### src/rtl/dma4_pkg.sv
`timescale 1ns/1ps
package dma4_pkg;
    typedef enum logic [1:0] {
        MODE_SINGLE = 2'd0,
        MODE_BLOCK  = 2'd1,
        MODE_DEMAND = 2'd2,
        MODE_RSVD   = 2'd3
    } xfer_mode_e;

    typedef enum logic [1:0] {
        FLD_SRC  = 2'd0,
        FLD_DST  = 2'd1,
        FLD_CNT  = 2'd2,
        FLD_CTRL = 2'd3
    } cfg_field_e;

    typedef enum logic [1:0] {
        ST_IDLE  = 2'd0,
        ST_REQ   = 2'd1,
        ST_XFER  = 2'd2,
        ST_YIELD = 2'd3
    } seq_state_e;
endpackage

### src/rtl/dma4_chan.sv
`timescale 1ns/1ps
module dma4_chan
    import dma4_pkg::*;
#(
    parameter int ADDR_W = 16,
    parameter int CNT_W  = 8
) (
    input  logic              clk,
    input  logic              rst_n,
    input  logic              wr_en,
    input  logic [1:0]        wr_sel,
    input  logic [ADDR_W-1:0] wr_data,
    input  logic              step,
    output logic [ADDR_W-1:0] src_q,
    output logic [ADDR_W-1:0] dst_q,
    output logic [CNT_W-1:0]  cnt_q,
    output logic              en_q,
    output xfer_mode_e        mode_q,
    output logic              last
);
    assign last = (cnt_q == CNT_W'(1));

    always_ff @(posedge clk) begin
        if (!rst_n) begin
            src_q  <= '0;
            dst_q  <= '0;
            cnt_q  <= '0;
            en_q   <= 1'b0;
            mode_q <= MODE_SINGLE;
        end else if (wr_en) begin
            unique case (cfg_field_e'(wr_sel))
                FLD_SRC:  src_q <= wr_data;
                FLD_DST:  dst_q <= wr_data;
                FLD_CNT:  cnt_q <= wr_data[CNT_W-1:0];
                FLD_CTRL: begin
                    en_q   <= wr_data[0] && (cnt_q != '0);
                    mode_q <= xfer_mode_e'(wr_data[2:1]);
                end
            endcase
        end else if (step) begin
            src_q <= src_q + 1'b1;
            dst_q <= dst_q + 1'b1;
            cnt_q <= cnt_q - 1'b1;
            if (last) begin
                en_q <= 1'b0;
            end
        end
    end
endmodule

### src/rtl/dma4_prio.sv
`timescale 1ns/1ps
module dma4_prio #(
    parameter int NCH  = 4,
    parameter int CH_W = 2
) (
    input  logic [NCH-1:0]  req,
    output logic            any,
    output logic [CH_W-1:0] idx
);
    assign any = |req;

    always_comb begin
        idx = '0;
        for (int i = NCH - 1; i >= 0; i--) begin
            if (req[i]) begin
                idx = CH_W'(i);
            end
        end
    end
endmodule

### src/rtl/dma4_seq.sv
`timescale 1ns/1ps
module dma4_seq
    import dma4_pkg::*;
#(
    parameter int NCH  = 4,
    parameter int CH_W = 2
) (
    input  logic            clk,
    input  logic            rst_n,
    input  logic [NCH-1:0]  pend,
    input  logic            win_any,
    input  logic [CH_W-1:0] win_idx,
    input  logic            hold_ack,
    input  logic            cur_dreq,
    input  xfer_mode_e      cur_mode,
    input  logic            cur_last,
    output logic            hold_req,
    output logic            move,
    output logic            idle,
    output logic [CH_W-1:0] cur_q
);
    seq_state_e state, nxt;
    logic [NCH-1:0] pend_rest;
    logic           rest_any;

    assign pend_rest = pend & ~(NCH'(1) << cur_q);
    assign rest_any  = |pend_rest;

    // state register
    always_ff @(posedge clk) begin
        if (!rst_n) begin
            state <= ST_IDLE;
            cur_q <= '0;
        end else begin
            state <= nxt;
            if (state == ST_REQ && hold_ack && win_any) begin
                cur_q <= win_idx;
            end
        end
    end

    // next state
    always_comb begin
        nxt = state;
        unique case (state)
            ST_IDLE: begin
                if (win_any) nxt = ST_REQ;
            end
            ST_REQ: begin
                if (!win_any)     nxt = ST_IDLE;
                else if (hold_ack) nxt = ST_XFER;
            end
            ST_XFER: begin
                if (!hold_ack) begin
                    nxt = ST_REQ;
                end else begin
                    case (cur_mode)
                        MODE_BLOCK: begin
                            if (cur_last) nxt = rest_any ? ST_REQ : ST_IDLE;
                            else          nxt = ST_XFER;
                        end
                        MODE_DEMAND: begin
                            if (!cur_dreq || cur_last) nxt = rest_any ? ST_REQ : ST_IDLE;
                            else                       nxt = ST_XFER;
                        end
                        default: nxt = ST_YIELD;
                    endcase
                end
            end
            ST_YIELD: begin
                nxt = win_any ? ST_REQ : ST_IDLE;
            end
        endcase
    end

    // outputs
    always_comb begin
        hold_req = 1'b0;
        move     = 1'b0;
        idle     = 1'b0;
        unique case (state)
            ST_IDLE:  idle = 1'b1;
            ST_REQ:   hold_req = 1'b1;
            ST_XFER: begin
                hold_req = 1'b1;
                move     = hold_ack && ((cur_mode != MODE_DEMAND) || cur_dreq);
            end
            ST_YIELD: hold_req = 1'b0;
        endcase
    end
endmodule

### src/rtl/dma4_ctrl.sv
`timescale 1ns/1ps
module dma4_ctrl
    import dma4_pkg::*;
#(
    parameter int NCH    = 4,
    parameter int ADDR_W = 16,
    parameter int CNT_W  = 8,
    localparam int CH_W  = $clog2(NCH)
) (
    input  logic              clk,
    input  logic              rst_n,
    input  logic              cfg_we,
    input  logic [CH_W-1:0]   cfg_chan,
    input  logic [1:0]        cfg_sel,
    input  logic [ADDR_W-1:0] cfg_data,
    input  logic [NCH-1:0]    dreq,
    input  logic              hold_ack,
    output logic              hold_req,
    output logic              xfer_stb,
    output logic [NCH-1:0]    dack,
    output logic [NCH-1:0]    done,
    output logic [ADDR_W-1:0] src_addr,
    output logic [ADDR_W-1:0] dst_addr
);
    logic [NCH-1:0][ADDR_W-1:0] src_all;
    logic [NCH-1:0][ADDR_W-1:0] dst_all;
    logic [NCH-1:0][CNT_W-1:0]  cnt_all;
    xfer_mode_e                 mode_all [NCH];
    logic [NCH-1:0]             en_all;
    logic [NCH-1:0]             last_all;
    logic [NCH-1:0]             wr_ok;
    logic [NCH-1:0]             step;
    logic [NCH-1:0]             pending;

    logic            seq_idle;
    logic            move;
    logic            win_any;
    logic [CH_W-1:0] win_idx;
    logic [CH_W-1:0] cur_ch;
    xfer_mode_e      sel_mode;
    logic            sel_last;

    assign pending = en_all & dreq;

    for (genvar i = 0; i < NCH; i++) begin : g_ch
        assign wr_ok[i] = cfg_we && (cfg_chan == CH_W'(i)) && seq_idle && !en_all[i];
        assign step[i]  = move && (cur_ch == CH_W'(i));

        dma4_chan #(
            .ADDR_W(ADDR_W),
            .CNT_W (CNT_W)
        ) u_chan (
            .clk    (clk),
            .rst_n  (rst_n),
            .wr_en  (wr_ok[i]),
            .wr_sel (cfg_sel),
            .wr_data(cfg_data),
            .step   (step[i]),
            .src_q  (src_all[i]),
            .dst_q  (dst_all[i]),
            .cnt_q  (cnt_all[i]),
            .en_q   (en_all[i]),
            .mode_q (mode_all[i]),
            .last   (last_all[i])
        );
    end

    dma4_prio #(
        .NCH (NCH),
        .CH_W(CH_W)
    ) u_prio (
        .req(pending),
        .any(win_any),
        .idx(win_idx)
    );

    assign sel_mode = mode_all[cur_ch];
    assign sel_last = last_all[cur_ch];

    dma4_seq #(
        .NCH (NCH),
        .CH_W(CH_W)
    ) u_seq (
        .clk     (clk),
        .rst_n   (rst_n),
        .pend    (pending),
        .win_any (win_any),
        .win_idx (win_idx),
        .hold_ack(hold_ack),
        .cur_dreq(dreq[cur_ch]),
        .cur_mode(sel_mode),
        .cur_last(sel_last),
        .hold_req(hold_req),
        .move    (move),
        .idle    (seq_idle),
        .cur_q   (cur_ch)
    );

    assign xfer_stb = move;
    assign dack     = step;
    assign done     = step & last_all;
    assign src_addr = move ? src_all[cur_ch] : '0;
    assign dst_addr = move ? dst_all[cur_ch] : '0;
endmodule

### config.mk
export PLATFORM = sky130hd
export DESIGN_NAME = dma4_ctrl
export DESIGN_NICKNAME = d
export VERILOG_FILES = /design/src/rtl/dma4_pkg.sv /design/src/rtl/dma4_chan.sv /design/src/rtl/dma4_prio.sv /design/src/rtl/dma4_seq.sv /design/src/rtl/dma4_ctrl.sv
export SDC_FILE = /design/constraint.sdc
export NUM_CORES = 1
export LEC_CHECK = 0
export BUFFER_PORTS_ARGS = -buffer_cell sky130_fd_sc_hd__buf_2
export CORE_UTILIZATION = 53
export CTS_BUF_LIST = sky130_fd_sc_hd__clkbuf_4
export CTS_CLUSTER_SIZE = 30
export DETAILED_ROUTE_END_ITERATION = 8
export PLACE_DENSITY = 0.71
export SYNTH_ARGS = -nofsm -noshare
export SYNTH_HDL_FRONTEND = slang
export SYNTH_SLANG_ARGS = --single-unit
### constraint.sdc
create_clock -name clk -period 3.1 [get_ports clk]
set_clock_uncertainty 0.1 [all_clocks]
set_input_delay 0 -clock clk [delete_from_list [all_inputs] [get_ports clk]]
set_output_delay 0 -clock clk [all_outputs]
set_load 0.1 [all_outputs]
## Word-level counts from Yosys, hierarchy flattened

Cells that the tools add are included.

| storage, ports and cells | value |
|---|---|
| output and inout port bits | 42 |
| logic and storage cells | 222 |
| bits of input ports | 28 |
| flip-flop bits (word level) | 176 |

| cells by class | value |
|---|---|
| multiplexer cells | 73 |
| shifts and indexed selects | 1 |
| eq/ne operators | 37 |
| order comparisons | 2 |
| bitwise operators | 5 |
| add/subtract/negate cells | 12 |
| reductions and logical operators | 70 |

Operators with widths:

| operator | count |
|---|---|
| two-way mux 16 bit | 22 |
| adder 16 x 1 -> 16 bit, second input constant | 8 |
| two-way mux 8 bit | 9 |
| binary-select mux 16 bit (select 2 bit) | 2 |
| != test 2 bit, second input constant | 17 |
| AND reduction 2 bit | 17 |
| equality test 8 x 1 -> 1 bit, second input constant | 4 |
| nonzero test 8 bit | 4 |
| subtractor 8 x 1 -> 8 bit, second input constant | 4 |
| two-way mux 2 bit | 12 |
| logical AND 1 bit | 23 |
| two-way mux 1 bit | 23 |
| equality test 2 bit, second input constant | 9 |
| nonzero test 2 bit | 8 |
| bitwise AND 4 bit | 3 |
| AND reduction 3 bit | 4 |
| equality test 2 x 1 -> 1 bit, second input constant | 5 |
| logical NOT 2 bit | 4 |
| case mux 2 bit (4 select lines) | 1 |
| OR reduction 4 bit | 2 |
| logical NOT 1 bit | 5 |
| binary-select mux 1 bit (select 2 bit) | 2 |
| binary-select mux 2 bit (select 2 bit) | 1 |
| inverter 4 bit | 1 |
| other kinds (9) | 10 |

## Longest topological paths before layout

| logic depth | value |
|---|---|
| depth after elaboration | 11 |
| gate-level depth with buffers | 14 |
| gate-level depth less buffers | 8 |

## By module

From an unflattened synthesis, not the netlist that was laid out.

| unflattened totals | value |
|---|---|
| cells, all modules | 1578 |
| area, all modules | 12149.2 um^2 |

Modules (own cells, without submodules):

| module | area an instance (um^2) | seq. area each (um^2) | times used | cells an instance |
|---|---|---|---|---|
| dma4_chan (g_ch[0].u_chan ...) | 2632.5 | 860.8 | 3 | 346 |
| dma4_chan (g_ch[1].u_chan) | 2623.8 | 860.8 | 1 | 347 |
| dma4_ctrl | 1207.4 | 0.0 | 1 | 138 |
| dma4_seq | 385.4 | 80.1 | 1 | 48 |
| dma4_prio | 35.0 | 0.0 | 1 | 7 |

## Least setup slack after synthesis

No wires, ideal clock.

| timing | value |
|---|---|
| path kind | reg2out |
| start | register u_seq.cur_q[0] |
| end | output port done[0] |
| data arrival time | 5362 ps |
| data required time | 3000 ps |
| cell stages (with the launch flop) | 13 |
| path slack | -2362 ps |
| path buffers | 6 |
| cells stage by stage | dfxtp_1 > buf_2 > buf_2 > buf_1 > mux4_2 > ha_1 > nand2_1 > o21a_1 > buf_2 > nand2b_1 > buf_2 > clkbuf_1 > nor4_1 |

| on the way | value |
|---|---|
| longest elaborated chain between the ends | 10 |
| elaborated cells on any way between the ends | 13 |
| classes of those cells | eq/ne: 1; mux: 6; bitwise: 2; reduce/logical: 4 |

RTL lines:

| element | line | source |
|---|---|---|
| start: declaration | dma4_seq.sv:20 | `output logic [CH_W-1:0] cur_q` |
| start signal: assignment | dma4_seq.sv:37 | `cur_q <= win_idx;` |
| inverter 2 -> 3 bit (not written as such) | dma4_ctrl.sv:77 | `assign sel_mode = mode_all[cur_ch];` |
| binary-select mux 2 bit (select 2 bit) | dma4_ctrl.sv:77 |  |
| two-way mux 2 bit (not written as such) (2 in series) | dma4_ctrl.sv:77 |  |
| != test 2 bit | dma4_seq.sv:86 | `move = hold_ack && ((cur_mode != MODE_DEMAND) \|\| cur_dreq);` |
| logical OR 1 bit | dma4_seq.sv:86 |  |
| logical AND 1 bit | dma4_seq.sv:86 |  |
| two-way mux 1 bit | dma4_seq.sv:81 | `unique case (state)` |
| logical AND 1 bit (*) | dma4_ctrl.sv:47 | `assign step[i] = move && (cur_ch == CH_W'(i));` |
| bitwise AND 4 bit (*) | dma4_ctrl.sv:101 | `assign done = step & last_all;` |
| end: declaration | dma4_ctrl.sv:21 | `output logic [NCH-1:0] done,` |

Every way passes the cells marked *; elsewhere a longest branch is shown, timed or not. The select of a mux whose other input is x is not followed.

## Worst setup path after layout

| timing | value |
|---|---|
| start | register u_seq.cur_q[1] |
| end | register g_ch[0].u_chan.src_q[6] |

| on the way | value |
|---|---|
| longest elaborated chain between the ends | 11 |
| elaborated cells on any way between the ends | 14 |
| classes of those cells | eq/ne: 1; mux: 6; bitwise: 1; reduce/logical: 6 |

RTL lines:

| element | line | source |
|---|---|---|
| inverter 2 -> 3 bit (not written as such) | dma4_ctrl.sv:77 |  |
| binary-select mux 2 bit (select 2 bit) | dma4_ctrl.sv:77 |  |
| two-way mux 2 bit (not written as such) (2 in series) | dma4_ctrl.sv:77 |  |
| != test 2 bit | dma4_seq.sv:86 |  |
| logical OR 1 bit | dma4_seq.sv:86 |  |
| logical AND 1 bit | dma4_seq.sv:86 |  |
| two-way mux 1 bit | dma4_seq.sv:81 |  |
| logical AND 1 bit (*) | dma4_ctrl.sv:47 |  |
| nonzero test 2 bit (no line) (*) | n/a |  |
| AND reduction 2 bit (no line) (*) | n/a |  |
| end signal: assignment | dma4_chan.sv:32 | `FLD_SRC: src_q <= wr_data;` |
| end signal: assignment | dma4_chan.sv:41 | `src_q <= src_q + 1'b1;` |
| end: declaration | dma4_chan.sv:14 | `output logic [ADDR_W-1:0] src_q,` |

Marks and branches as above.
A chain may end at the register's enable or synchronous reset.

==> summary.txt <==
crit share post-route - 98.9%
CP Launch Type - register
first-pass GRT wire length - 77200 µm
H-tree lvl count - 4
Die X-Extent - 154 µm
Post-Syn Area - 12200 µm²
min Tclk post-route - 3.06 ns
DRC Markers - 0
Pre-antenna DRT Iters - 6
Detailed Place HPWL - 36300 µm
initial antenna violation count - 7
clock-pin slew on the worst setup and hold paths - 0.19 ns
Die Span Y - 154 µm
number of setup violations in the final report - 0
hold worst-path end - g_ch[0].u_chan.dst_q[11]
post-route cell area - 14500 µm²
hold path startpoint - cfg_chan[1]
TritonCTS clock tree - done
utilization after layout - 63.9%
Syn Area/Cell - 7.81 µm²
Fillers - 1994
drt total wl - 50700 µm
# IOs - 70
leakage power - 4.80 nW
arrival time at the worst endpoint - 3.47 ns
#FFs+latches synth - 176
cells after synthesis - 1568
gr usage total - 43.0%
Synth cell types - 75
routed vias/inst - 7.03
Int Pwr - 2.85 mW
Switching Share - 33.8%
Clock Sinks - 176
R2R cell count - 8
headroom to the max-slew limit - 27.5%
clock power share - 31.3%
ys flop type - dfxtp_1
Post-synth ARST share - 0%
Worst Path Required - 3.51 ns
Final #Nets - 1699
Final ANT Viol Nets - 0
vias in the first global route - 12600
max-cap violation count - 0
largest net degree at the start of global routing - 74
post-DR wirelength/cell - 26.0 µm
Syn. warnings - 0
Switch Pwr - 1.45 mW
area post-placement - 13800 µm²
Site Rows - 55
Skew-Pair Late Insertion Delay - 0.62 ns
post-synthesis sequential area ratio - 28.8%
Max Root-Sink Buffers - 2
Fin. Hold Viols - 0
Logic pwr share - 14.7%
Setup Crit Path Kind - register to register
vias post-DR - 13700
FF-to-FF setup slack - 0.04 ns
CP Max Fanout - 13
Post-Layout Cell Count - 1946
post-synth net total - 1623
hold crit path type - input pin to register
gpl congestion - 1.00
Num CTS Buffers - 17
Tot Pwr - 4.30 mW
Crit Reg-Reg Startpoint - u_seq.cur_q[1]
status - complete, no violations
worst vdd ir - 280 µV
final global-route overflow total - 0
DR iter-0 viols - 1654
crit path capture type - register
WHS - 0.0352 ns
hold depth - 4
Post-synth EDFFs - 0
reg-to-reg endpoint - g_ch[0].u_chan.src_q[6]
power density over the cells - 297 nW/µm²
Core Box Area - 22600 µm²
fraction of layout cells with a size suffix above 1 - 18.3%
placed insts - 1870
register share of total power - 54.0%
count of buffers from port buffering - 69
fmax - 326 MHz
Initial Utilization - 54.1%
synth-to-layout area growth - 18.1%
Worst Tran Pin Value - 1.08 ns
Slew Viols, Final - 0
DIE AREA - 23700 µm²
root buffer cell - clkbuf_4
area by class of cell:
type                            count  area [µm²]  area share [%]
Antenna cell                        4        10.0          0.0692
Clock buffer                       18         135           0.935
Clock inverter                     14         120           0.831
Inverter                           21        81.3           0.563
Multi-Input combinational cell   1254        8330            57.6
Sequential cell                   176        3530            24.4
Tap cell                          285         357            2.47
Timing Repair Buffer              174        1900            13.1
cells in the mapped netlist, drive strengths merged, types with 17 or more instances:
master / instances / area, µm²
dfxtp: 176 / 3520
a21oi: 159 / 807
o21ai: 140 / 701
nor2: 135 / 512
nand2: 128 / 480
nand3: 74 / 370
clkbuf: 69 / 259
nor3: 55 / 280
buf: 49 / 255
nor2b: 39 / 244
and3: 37 / 231
a31oi: 34 / 213
mux4: 34 / 766
ha: 27 / 338
o31ai: 26 / 224
nand4: 25 / 156
and2: 23 / 144
o21a: 23 / 173
o221a: 23 / 259
inv: 21 / 78.8
a211oi: 20 / 150
nor3b: 19 / 143
and4: 17 / 149
per-layer routing:
layer	GRT usage, %	up-vias	share of wire (%)
li1	-	6160	-
met1	57.1	6404	39
met5	0	-	0.026
met4	24.3	2	6.1
met3	11.7	179	13
met2	62.9	935	42
logic make-up (layout without fill, tap and decap cells):
logic type               count (synthesis)  in the layout  synth area share [%]
other                                    0              4                     0
AO/OA/AOI/OAI                          563            563                  30.4
adder cells (fa/ha/maj)                 27             27                  2.76
AND/OR/NAND/NOR                        613            614                  25.6
flip-flops                             176            176                  28.8
multiplexers                            50             50                  7.60
buffers and inverters                  139            227                  4.84
what timing repair did:
item                       CTS  global route
resized for setup            0             5
hold endpoints to repair   159             0
gates cloned                 0             1
setup buffers                2             2
pin swaps                    0             1
hold buffers                35             0
setup endpoints to repair   21            48
per-stage QoR:
stage | setup TNS (ns) | setup WS, ns
after global routing | -0.00763 | -0.00613
after global placement | 0 | 0.257
after CTS | 0 | 0.00112
after detailed placement | 0 | 0.207
after floorplan | -0.00984 | -0.00984
final | 0 | 0.0353
flip-flops by register name, summed over array words and instances, names as in the netlist:
signal / cells
g_ch.u_chan.cnt_q: 32
u_seq.state: 2
g_ch.u_chan.dst_q: 64
g_ch.u_chan.mode_q: 8
g_ch.u_chan.src_q: 64
u_seq.cur_q: 2
g_ch.u_chan.en_q: 4
power groups by stage:
stage,Combinational (mW),Clock [mW],Sequential (mW)
2_1_floorplan,0.369,0,2.35
3_3_place_gp,0.571,0,2.37
3_5_place_dp,0.577,0,2.37
4_1_cts,0.604,1.34,2.32
5_1_grt,0.669,1.44,2.33
6_report,0.631,1.34,2.32
worst max-delay path by stage:
stage	start	end	slack, ns	depth (start not counted)
CTS	u_seq.cur_q[1]	done[2]	0.001	8
detailed placement	u_seq.cur_q[1]	g_ch[0].u_chan.src_q[6]	0.21	8
global placement	u_seq.cur_q[1]	g_ch[0].u_chan.src_q[6]	0.26	8
finish	u_seq.cur_q[1]	g_ch[0].u_chan.src_q[6]	0.04	8
floorplan	u_seq.cur_q[1]	done[0]	-0.01	11
global route	u_seq.cur_q[1]	dst_addr[4]	-0.006	9
worst max-delay path: stages (launching register included):
cell and delay [ns]:
dfxtp_4 0.44, mux4_2 0.56, ha_4 0.21, nand2_4 0.07
o21ai_1 0.07, buf_4 0.18, o31ai_2 0.92, a21oi_1 0.15
a31o_2 0.26
layout by cell type (no fill, tap or decap), types with 25 or more instances in the layout:
cell type and count:
mux4_2 34, a31oi_1 34, nand3_1 74, buf_12 46, nor2b_2 32, a21oi_1 156
nor2_1 130, and3_1 37, nor3_1 50, ha_1 26, dlygate4sd3_1 35, o21ai_0 137
buf_2 28, dfxtp_1 174, buf_4 65, nand2_1 127, nand4_1 25
(Power assumes the default switching activity.)
